`src/rtl/dio_pkg.sv`:
```
package dio_pkg;

  typedef enum logic [1:0] {
    ST_IDLE  = 2'd0,
    ST_FETCH = 2'd1,
    ST_OUT   = 2'd2
  } dio_state_e;

  typedef struct packed {
    logic indexed;
    logic indirect;
    logic map_en;
  } dio_flags_t;

endpackage

```
`src/rtl/dio_ctrl.sv`:
```
module dio_ctrl
  import dio_pkg::*;
(
  input  logic       clk,
  input  logic       rst_n,
  input  logic       req_valid,
  input  logic       req_indirect,
  input  logic       mem_ack,
  input  logic       out_ready,
  output dio_state_e state,
  output logic       accept,
  output logic       load_out
);

  dio_state_e state_d;

  assign accept   = (state == ST_IDLE) && req_valid;
  assign load_out = (accept && !req_indirect) || ((state == ST_FETCH) && mem_ack);

  always_comb begin
    state_d = state;
    unique case (state)
      ST_IDLE:  if (accept) state_d = req_indirect ? ST_FETCH : ST_OUT;
      ST_FETCH: if (mem_ack) state_d = ST_OUT;
      ST_OUT:   if (out_ready) state_d = ST_IDLE;
      default:  state_d = ST_IDLE;
    endcase
  end

  always_ff @(posedge clk or negedge rst_n) begin
    if (!rst_n) state <= ST_IDLE;
    else        state <= state_d;
  end

  AST_ACCEPT_BUSY: assert property (@(posedge clk) disable iff (!rst_n)
    accept |=> (state != ST_IDLE));

  AST_LEGAL_STATE: assert property (@(posedge clk) disable iff (!rst_n)
    state != 2'd3);

endmodule

```
`src/rtl/dio_fetch_port.sv`:
```
module dio_fetch_port #(
  parameter int ADDR_W = 17
) (
  input  logic              clk,
  input  logic              rst_n,
  input  logic              capture,
  input  logic [ADDR_W-1:0] addr_in,
  input  logic              map_in,
  input  logic              pending,
  input  logic              mem_ack,
  output logic              mem_req,
  output logic [ADDR_W-1:0] mem_addr,
  output logic              mem_map
);

  logic [ADDR_W-1:0] addr_q;
  logic              map_q;

  always_ff @(posedge clk or negedge rst_n) begin
    if (!rst_n) begin
      addr_q <= '0;
      map_q  <= 1'b0;
    end else if (capture) begin
      addr_q <= addr_in;
      map_q  <= map_in;
    end
  end

  assign mem_req  = pending;
  assign mem_addr = addr_q;
  assign mem_map  = pending && map_q;

  AST_FETCH_HOLD: assert property (@(posedge clk) disable iff (!rst_n)
    (mem_req && !mem_ack) |=> (mem_req && $stable(mem_addr) && $stable(mem_map)));

endmodule

```
`src/rtl/dio_index_unit.sv`:
```
module dio_index_unit #(
  parameter int FIELD_W = 17,
  parameter int IDX_W   = 32,
  parameter int WORD_W  = 32,
  parameter int OUT_W   = 16
) (
  input  logic               use_word,
  input  logic [FIELD_W-1:0] field,
  input  logic [WORD_W-1:0]  word,
  input  logic               indexed,
  input  logic [IDX_W-1:0]   index,
  output logic [OUT_W-1:0]   addr
);

  logic [FIELD_W-1:0] word_lo;
  logic [FIELD_W-1:0] idx_lo;
  logic [FIELD_W-1:0] base;
  logic [FIELD_W-1:0] sum;

  generate
    if (WORD_W >= FIELD_W) begin : g_word_wide
      assign word_lo = word[FIELD_W-1:0];
      if (WORD_W > FIELD_W) begin : g_word_drop
        logic unused_word_hi;
        assign unused_word_hi = ^word[WORD_W-1:FIELD_W];
      end
    end else begin : g_word_narrow
      assign word_lo = {{(FIELD_W-WORD_W){1'b0}}, word};
    end

    if (IDX_W >= FIELD_W) begin : g_idx_wide
      assign idx_lo = index[FIELD_W-1:0];
      if (IDX_W > FIELD_W) begin : g_idx_drop
        logic unused_idx_hi;
        assign unused_idx_hi = ^index[IDX_W-1:FIELD_W];
      end
    end else begin : g_idx_narrow
      assign idx_lo = {{(FIELD_W-IDX_W){1'b0}}, index};
    end
  endgenerate

  assign base = use_word ? word_lo : field;
  assign sum  = indexed ? (base + idx_lo) : base;
  assign addr = sum[OUT_W-1:0];

  logic unused_sum_hi;
  assign unused_sum_hi = ^sum[FIELD_W-1:OUT_W];

endmodule

```
`src/rtl/dio_out_stage.sv`:
```
module dio_out_stage #(
  parameter int OUT_W = 16
) (
  input  logic             clk,
  input  logic             rst_n,
  input  logic             load,
  input  logic [OUT_W-1:0] addr_in,
  input  logic             out_ready,
  output logic             out_valid,
  output logic [OUT_W-1:0] out_addr
);

  always_ff @(posedge clk or negedge rst_n) begin
    if (!rst_n) begin
      out_valid <= 1'b0;
      out_addr  <= '0;
    end else if (load) begin
      out_valid <= 1'b1;
      out_addr  <= addr_in;
    end else if (out_valid && out_ready) begin
      out_valid <= 1'b0;
    end
  end

  AST_OUT_HOLD: assert property (@(posedge clk) disable iff (!rst_n)
    (out_valid && !out_ready) |=> (out_valid && $stable(out_addr)));

  AST_NO_LOAD_WHILE_FULL: assert property (@(posedge clk) disable iff (!rst_n)
    load |-> !out_valid);

endmodule

```
`src/rtl/dio_addr_gen.sv`:
```
module dio_addr_gen
  import dio_pkg::*;
#(
  parameter int FIELD_W = 17,
  parameter int IDX_W   = 32,
  parameter int WORD_W  = 32,
  parameter int OUT_W   = 16
) (
  input  logic               clk,
  input  logic               rst_n,
  input  logic               req_valid,
  output logic               req_ready,
  input  logic [FIELD_W-1:0] req_field,
  input  logic               req_indexed,
  input  logic [IDX_W-1:0]   req_index,
  input  logic               req_indirect,
  input  logic               psw_map,
  output logic               busy,
  output logic               mem_req,
  output logic [FIELD_W-1:0] mem_addr,
  output logic               mem_map,
  input  logic               mem_ack,
  input  logic [WORD_W-1:0]  mem_rdata,
  output logic               out_valid,
  input  logic               out_ready,
  output logic [OUT_W-1:0]   out_addr
);

  dio_state_e          state;
  logic                accept;
  logic                load_out;
  dio_flags_t          flags_q;
  logic [IDX_W-1:0]    index_q;
  logic                live;
  logic                sel_indexed;
  logic [IDX_W-1:0]    sel_index;
  logic [OUT_W-1:0]    next_addr;

  dio_ctrl u_ctrl (
    .clk          (clk),
    .rst_n        (rst_n),
    .req_valid    (req_valid),
    .req_indirect (req_indirect),
    .mem_ack      (mem_ack),
    .out_ready    (out_ready),
    .state        (state),
    .accept       (accept),
    .load_out     (load_out)
  );

  always_ff @(posedge clk or negedge rst_n) begin
    if (!rst_n) begin
      flags_q <= '0;
      index_q <= '0;
    end else if (accept) begin
      flags_q <= '{indexed: req_indexed, indirect: req_indirect, map_en: psw_map};
      index_q <= req_index;
    end
  end

  dio_fetch_port #(.ADDR_W(FIELD_W)) u_fetch (
    .clk      (clk),
    .rst_n    (rst_n),
    .capture  (accept),
    .addr_in  (req_field),
    .map_in   (psw_map),
    .pending  (state == ST_FETCH),
    .mem_ack  (mem_ack),
    .mem_req  (mem_req),
    .mem_addr (mem_addr),
    .mem_map  (mem_map)
  );

  assign live        = (state == ST_IDLE);
  assign sel_indexed = live ? req_indexed : flags_q.indexed;
  assign sel_index   = live ? req_index   : index_q;

  dio_index_unit #(
    .FIELD_W (FIELD_W),
    .IDX_W   (IDX_W),
    .WORD_W  (WORD_W),
    .OUT_W   (OUT_W)
  ) u_index (
    .use_word (!live),
    .field    (req_field),
    .word     (mem_rdata),
    .indexed  (sel_indexed),
    .index    (sel_index),
    .addr     (next_addr)
  );

  dio_out_stage #(.OUT_W(OUT_W)) u_out (
    .clk       (clk),
    .rst_n     (rst_n),
    .load      (load_out),
    .addr_in   (next_addr),
    .out_ready (out_ready),
    .out_valid (out_valid),
    .out_addr  (out_addr)
  );

  assign req_ready = live;
  assign busy      = !live;

  logic unused_flag;
  assign unused_flag = flags_q.indirect ^ flags_q.map_en;

  AST_READY_ONLY_IDLE: assert property (@(posedge clk) disable iff (!rst_n)
    req_ready |-> (!out_valid && !mem_req));

  AST_NO_FETCH_WITH_OUT: assert property (@(posedge clk) disable iff (!rst_n)
    !(mem_req && out_valid));

  AST_ACK_TO_OUT: assert property (@(posedge clk) disable iff (!rst_n)
    (mem_req && mem_ack) |=> (out_valid && !mem_req));

endmodule

```
`config.mk`:
```
export PLATFORM = sky130hd
export DESIGN_NAME = dio_addr_gen
export DESIGN_NICKNAME = d
export VERILOG_FILES = /design/src/rtl/dio_pkg.sv /design/src/rtl/dio_ctrl.sv /design/src/rtl/dio_fetch_port.sv /design/src/rtl/dio_index_unit.sv /design/src/rtl/dio_out_stage.sv /design/src/rtl/dio_addr_gen.sv
export SDC_FILE = /design/constraint.sdc
export NUM_CORES = 1
export LEC_CHECK = 0
export BUFFER_PORTS_ARGS = -buffer_cell sky130_fd_sc_hd__buf_4
export CORE_MARGIN = 3
export CORE_UTILIZATION = 35
export CTS_BUF_LIST = sky130_fd_sc_hd__clkbuf_8
export DETAILED_ROUTE_END_ITERATION = 10
export HOLD_SLACK_MARGIN = 0.08
export SLEW_MARGIN = 5
export SYNTH_ARGS = -nofsm -noshare
export SYNTH_HDL_FRONTEND = slang
export SYNTH_SLANG_ARGS = --single-unit
```
`constraint.sdc`:
```
create_clock -name clk -period 7.8 [get_ports clk]
set_clock_uncertainty 0.15 [all_clocks]
set_input_delay 1.56 -clock clk [delete_from_list [all_inputs] [get_ports clk]]
set_output_delay 1.56 -clock clk [all_outputs]
set_load 0.05 [all_outputs]
```
# [Yosys cells after proc, flatten, opt, wreduce, memory -nomap -nowiden]
# Index checks and enable logic that the tools add are counted.
[word_totals] ff_bits=54 latch_bits=0 ram_bits=0 mem_bits_ro=0 in_bits=89 out_inout_bits=38 wordCells=35 memories=0
[classes] addsub=1 mul=0 n_div=0 n_lt_le_gt_ge=0 n_eq_ne=5 shifts=0 mux=11 n_bitwise=0 n_reduce_logical=11
[ops] op="$mux W16" n=3
[ops] op="$add A16 B16 Y16" n=1
[ops] op="$mux W2" n=4
[ops] op="$pmux W2 S3" n=1
[ops] op="$logic_and A1 B1 Y1" n=5
[ops] op="$ne A2 B2 Y1 const B" n=2
[ops] op="$mux W1" n=3
[ops] op="$reduce_and A3 Y1" n=1
[ops] op="$eq A2 B1 Y1 const B" n=1
[ops] op="$eq A2 B2 Y1 const B" n=1
[ops] op="$logic_not A1 Y1" n=2
[ops] op="$logic_not A2 Y1" n=1
[ops] op="$ne A2 B1 Y1 const B" n=1
[ops] op="$reduce_bool A2 Y1" n=1
[ops] op="$logic_or A1 B1 Y1" n=1

# [Depth between registers and ports, before layout]
[logic_depth] depth_word=5 mapped_depth=14 ltp_nobuf=10

# [Cells and area by module]
# Synthesis repeated with hierarchy kept, for this count alone.
[hier_totals] hier_cells=353 area_unflattened_um2=4294.1
[by_module_without_submodules] mod="dio_addr_gen" instances=1 cells_per_inst=109 area_per_inst_um2=1657.8 seq_area_each_um2=825.8
[by_module_without_submodules] mod="dio_index_unit" instances=1 cells_per_inst=154 area_per_inst_um2=1101.1 seq_area_each_um2=0.0
[by_module_without_submodules] mod="dio_fetch_port" instances=1 cells_per_inst=40 area_per_inst_um2=735.7 seq_area_each_um2=450.4
[by_module_without_submodules] mod="dio_out_stage" instances=1 cells_per_inst=37 area_per_inst_um2=683.2 seq_area_each_um2=425.4
[by_module_without_submodules] mod="dio_ctrl" instances=1 cells_per_inst=13 area_per_inst_um2=116.4 seq_area_each_um2=50.0

# [Worst setup path after synthesis]
# No wires, ideal clock.
[synth_path] path_kind="input -> register" start="input port req_index[0]" end="register u_out.out_addr[10]" setup_ns=0.131 arrival_time_ns=3.437 required_ns=7.519 slack_ns=4.082 cell_stages=9 n_path_buf=0 path_cell_list="mux2_2 > ha_1 > fa_1 > a21oi_1 > o21ai_0 > a21oi_1 > o21a_1 > xor2_1 > o211ai_1"
[synth_via] elab_chain_len=3
[synth_rtl] element="start: declaration" line="dio_addr_gen.sv:15" text="input logic [IDX_W-1:0] req_index,"
[synth_rtl] element="$mux W16" line="dio_addr_gen.sv:76" text="assign sel_index = live ? req_index : index_q;"
[synth_rtl] element="$add A16 B16 Y16" line="dio_index_unit.sv:43" text="assign sum = indexed ? (base + idx_lo) : base;"
[synth_rtl] element="$mux W16" line="dio_index_unit.sv:43"
[synth_rtl] element="end signal: assignment" line="dio_out_stage.sv:19" text="out_addr <= addr_in;"
[synth_rtl] element="end: declaration" line="dio_out_stage.sv:10" text="output logic [OUT_W-1:0] out_addr"
# No other way between the ends.
# A chain may end at the register's enable or synchronous reset.

# [Worst setup path after layout]
[layout_path] start="register u_ctrl.state[1]" end="register u_out.out_addr[10]"
[layout_via] elab_chain_len=4 elab_cells_between_ends=11 cone_classes="add/sub: 1; eq/ne: 1; mux: 4; reduce/logical: 5"
[layout_rtl] element="start: declaration" line="dio_ctrl.sv:10" text="output dio_state_e state,"
[layout_rtl] element="start signal: assignment" line="dio_ctrl.sv:32" text="else state <= state_d;"
[layout_rtl] element="$logic_not A2 Y1" line="dio_ctrl.sv:17, dio_addr_gen.sv:74"
[layout_rtl] element="$mux W16 (tied with other cells)" line="dio_index_unit.sv:42" text="assign base = use_word ? word_lo : field;"
[layout_rtl] element="$add A16 B16 Y16 or $logic_and A1 B1 Y1 (tied branches)" line="dio_index_unit.sv:43, dio_ctrl.sv:18"
[layout_rtl] element="$mux W16 or $logic_or A1 B1 Y1 (tied branches)" line="dio_index_unit.sv:43, dio_ctrl.sv:18"
# Parallel ways exist; a longest one is shown, timed or not.

==> run_results.csv <==
group,metric,value,unit
timing,setup-violations-final,0,
floorplanning,pin_count,127,
worst_hold_path,hold_class,"flip-flop to flip-flop",
clock_tree,cts-htree-levels,2,
logic_synthesis,synth_edf_count,0,
power,p_leak,0.001882,uW
clock_tree,post_cts_buffers,0,
logic_synthesis,ys.flop_type,"dfrtp_1",
logic_synthesis,syn_area_per_cell,10.62,um2
clock_tree,cts_resized,0,
floorplanning,dieArea,0.01067,mm2
worst_setup_path,crit_required,7.83,ns
logic_synthesis,synth_nets,417,
worst_setup_path,slowest_delay,0.52,ns
cells_and_area,fill_cells,871,
logic_synthesis,synth-seq-cells,54,
clock_tree,path_clk_slew,0.10,ns
run,maxCapViolations,0,
worst_setup_path,crit_top_cell,"a21oi_1",
clock_tree,numCtsBuffers,5,
cells_and_area,antenna_cells,0,
global_route,grt_pass1_wl,13050,um
worst_setup_path,path_max_fanout,21,
floorplanning,initial_core_util,36.93,%
timing,tightest_slew,0.8831,ns
detailed_routing,drc,0,
floorplanning,die_w,103.3,um
timing,max_freq,0.2466,GHz
worst_setup_path,path_cells,"nor2_4 -> buf_4 -> mux2_2 -> ha_1 -> fa_1 -> a21oi_1 -> o21ai_0 -> a21oi_1 -> o21a_1 -> xor2_1 -> o211ai_1",
logic_synthesis,async_flop_share,100.0,%
detailed_routing,first_pass_iters,4,
floorplanning,coreArea,0.008976,mm2
worst_setup_path,worst_path_max_delay_cell,"a21oi_1",
timing,hold_violations,0,
timing,rsz0062_at_grt,"no",
clock_tree,clockBufferDepth,2,
logic_synthesis,ys_seq_area_share,40.77,%
logic_synthesis,ys_warn_count,0,
worst_setup_path,path_buf_inv,1,
clock_tree,root_buffer,"clkbuf_8",
status,status,"finished, final reports clean",
detailed_routing,drtAntennaViolNets,0,
clock_tree,clk_latency,0.31,ns
worst_setup_path,criticalPathCategory,"flip-flop to flip-flop",
logic_synthesis,syn_area,0.003314,mm2
logic_synthesis,yosys.area.top_type,"dfrtp_1",
logic_synthesis,synth.area.top_cells,"dfrtp_1, mux2_2, ha_1",
global_route,antenna_found_initial,0,
worst_setup_path,start_kind,"flip-flop",
place,gp_congestion,0.8392,
logic_synthesis,synthCells,312,
global_route,grt_usage,15.71,%
timing,relSlewSlack,41.13,%
timing,finalCritPeriodShare,51.98,%
power,ir_drop,0.1742,mV
timing,finalSetupTns,0,ns
cells_and_area,areaGrowthSynthToFinish,26.65,%
timing,period_needed,4.054,ns
logic_synthesis,ys_types,43,
global_route,grt_max_degree,55,
power,p_per_area,429.0,mW/mm2
global_route,globalRouteOverflowTotal,0,
detailed_routing,via_count,2625,
floorplanning,fp.dieH,103.3,um
worst_setup_path,crit_family,"compound AO/OA/AOI/OAI gates",
timing,hold-worst-slack,0.3483,ns
clock_tree,cts_hold_buf,0,
place,io_buffers,94,
logic_synthesis,synth_top_area_share,40.77,%
clock_tree,cts_sinks,54,
detailed_routing,routed_wl,8340,um
cells_and_area,nNetsFinal,504,
global_route,grt_pass1_vias,2608,
worst_setup_path,arrival,4.09,ns
detailed_routing,drt_iter0_drc,91,
worst_setup_path,cp-end-kind,"flip-flop",
floorplanning,rows,34,
clock_tree,cts_tree,"done",
cells_and_area,drive_above_1_share,43.86,%
detailed_routing,routedWlPerCell,15.89,um
place,place_hpwl,6256,um
detailed_routing,avgViaCountPerCell,5.000,
timing,slew_violations,0,
[cells in the mapped netlist, types with 4 or more instances]
cell,number
mux2_2,67
dfrtp_1,54
nand2_1,26
nor2_1,23
a21oi_1,18
ha_1,15
o21ai_0,12
buf_2,10
nand3_1,8
xnor2_1,8
a21o_1,5
mux2i_1,5
xor2_1,5
a31oi_1,4
clkbuf_1,4
inv_1,4
nand4_1,4
nor3_1,4
[routing by layer]
metal / vias up / global-route usage (%) / routed length, um
met5: - / 0 / 0
met3: 9 / 3.085 / 452
met2: 68 / 25.06 / 3751
li1: 1298 / - / -
met1: 1250 / 21.50 / 4000
met4: 0 / 5.080 / 136
[area by class of cell]
| type | count | area (um2) | area share (%) |
|---|---|---|---|
| multi-input cells | 238 | 1873 | 44.62 |
| flip-flops and latches | 54 | 1351 | 32.19 |
| repair buffers | 96 | 720.7 | 17.17 |
| well taps | 126 | 157.7 | 3.756 |
| clock buffers | 5 | 68.82 | 1.639 |
| inverters | 4 | 15.01 | 0.3577 |
| clock inverters | 2 | 11.26 | 0.2683 |
[cells in the final DEF (no fill, tap or decap), drive strengths merged, types with 4 or more instances in the layout]
cell type | synthesis | layout
a21o | 5 | 5
a21oi | 19 | 19
a31oi | 4 | 4
buf | 12 | 96
clkbuf | 4 | 5
dfrtp | 54 | 54
ha | 15 | 15
inv | 4 | 5
mux2 | 67 | 67
mux2i | 5 | 5
nand2 | 27 | 27
nand3 | 8 | 8
nand4 | 4 | 4
nor2 | 23 | 23
nor3 | 4 | 4
o21ai | 13 | 13
xnor2 | 8 | 8
xor2 | 5 | 5
[state kept, by name, indices dropped and copies added, names as in the netlist]
signal and cells:
u_fetch.mem_addr 17, u_ctrl.state 2, index_q 16, flags_q 1, u_out.out_valid 1, u_out.out_addr 16
u_fetch.map_q 1
[power by group]
| part | total (uW) | switching (uW) | leakage, uW | internal (uW) |
|---|---|---|---|---|
| logic | 1180 | 728 | 0.00121 | 453 |
| registers | 466 | 66.0 | 0.000635 | 400 |
| clock network | 154 | 93.0 | 0.0000414 | 60.7 |
[kinds of logic (layout without fill, tap and decap cells)]
group | count (synthesis) | in the layout | share of synthesized area [%]
and+or+nand+nor | 77 | 77 | 10.72
buffers and inverters | 20 | 107 | 2.982
DFF | 54 | 54 | 40.77
muxes | 72 | 72 | 24.27
adders and majority gates | 16 | 16 | 6.267
xor gates and xnor gates | 13 | 13 | 3.435
AOI/OAI and AO/OA | 60 | 60 | 11.55
[tightest hold or removal path: cells and delay by family (launching register included)]
family,cells,cell delay (ns)
flip-flops,1,0.36
AO/OA/AOI/OAI,1,0.06
AND/OR/NAND/NOR,1,0.05
[stage by stage]
| stage | total power, uW | area, um2 | util [%] | worst slack [ns] | cells |
|---|---|---|---|---|---|
| after global routing | 1926 | 4198 | 46.77 | 3.496 | 525 |
| after floorplan | 1342 | 3314 | - | 4.082 | 312 |
| after CTS | 1818 | 4198 | 46.77 | 3.725 | 525 |
| after detailed placement | 1659 | 4118 | 45.87 | 3.597 | 518 |
| after global placement | 1639 | 4118 | 45.87 | 3.633 | 518 |
| final | 1801 | 4198 | 46.77 | 3.746 | 525 |
[worst paths after layout]
kind,start,cells past startpoint,slack [ns],endpoint
setup / recovery,u_ctrl.state[1],11,3.75,u_out.out_addr[10]
hold / removal,u_out.out_addr[2],2,0.35,u_out.out_addr[2]
setup reg to reg,u_ctrl.state[1],11,3.75,u_out.out_addr[10]
hold reg to reg,u_out.out_addr[2],2,0.35,u_out.out_addr[2]
max in group asynchronous,rst_n,1,5.89,index_q[9]
min in group asynchronous,rst_n,1,1.14,u_fetch.mem_addr[1]
No activity file was read; power rests on OpenSTA's default activity.
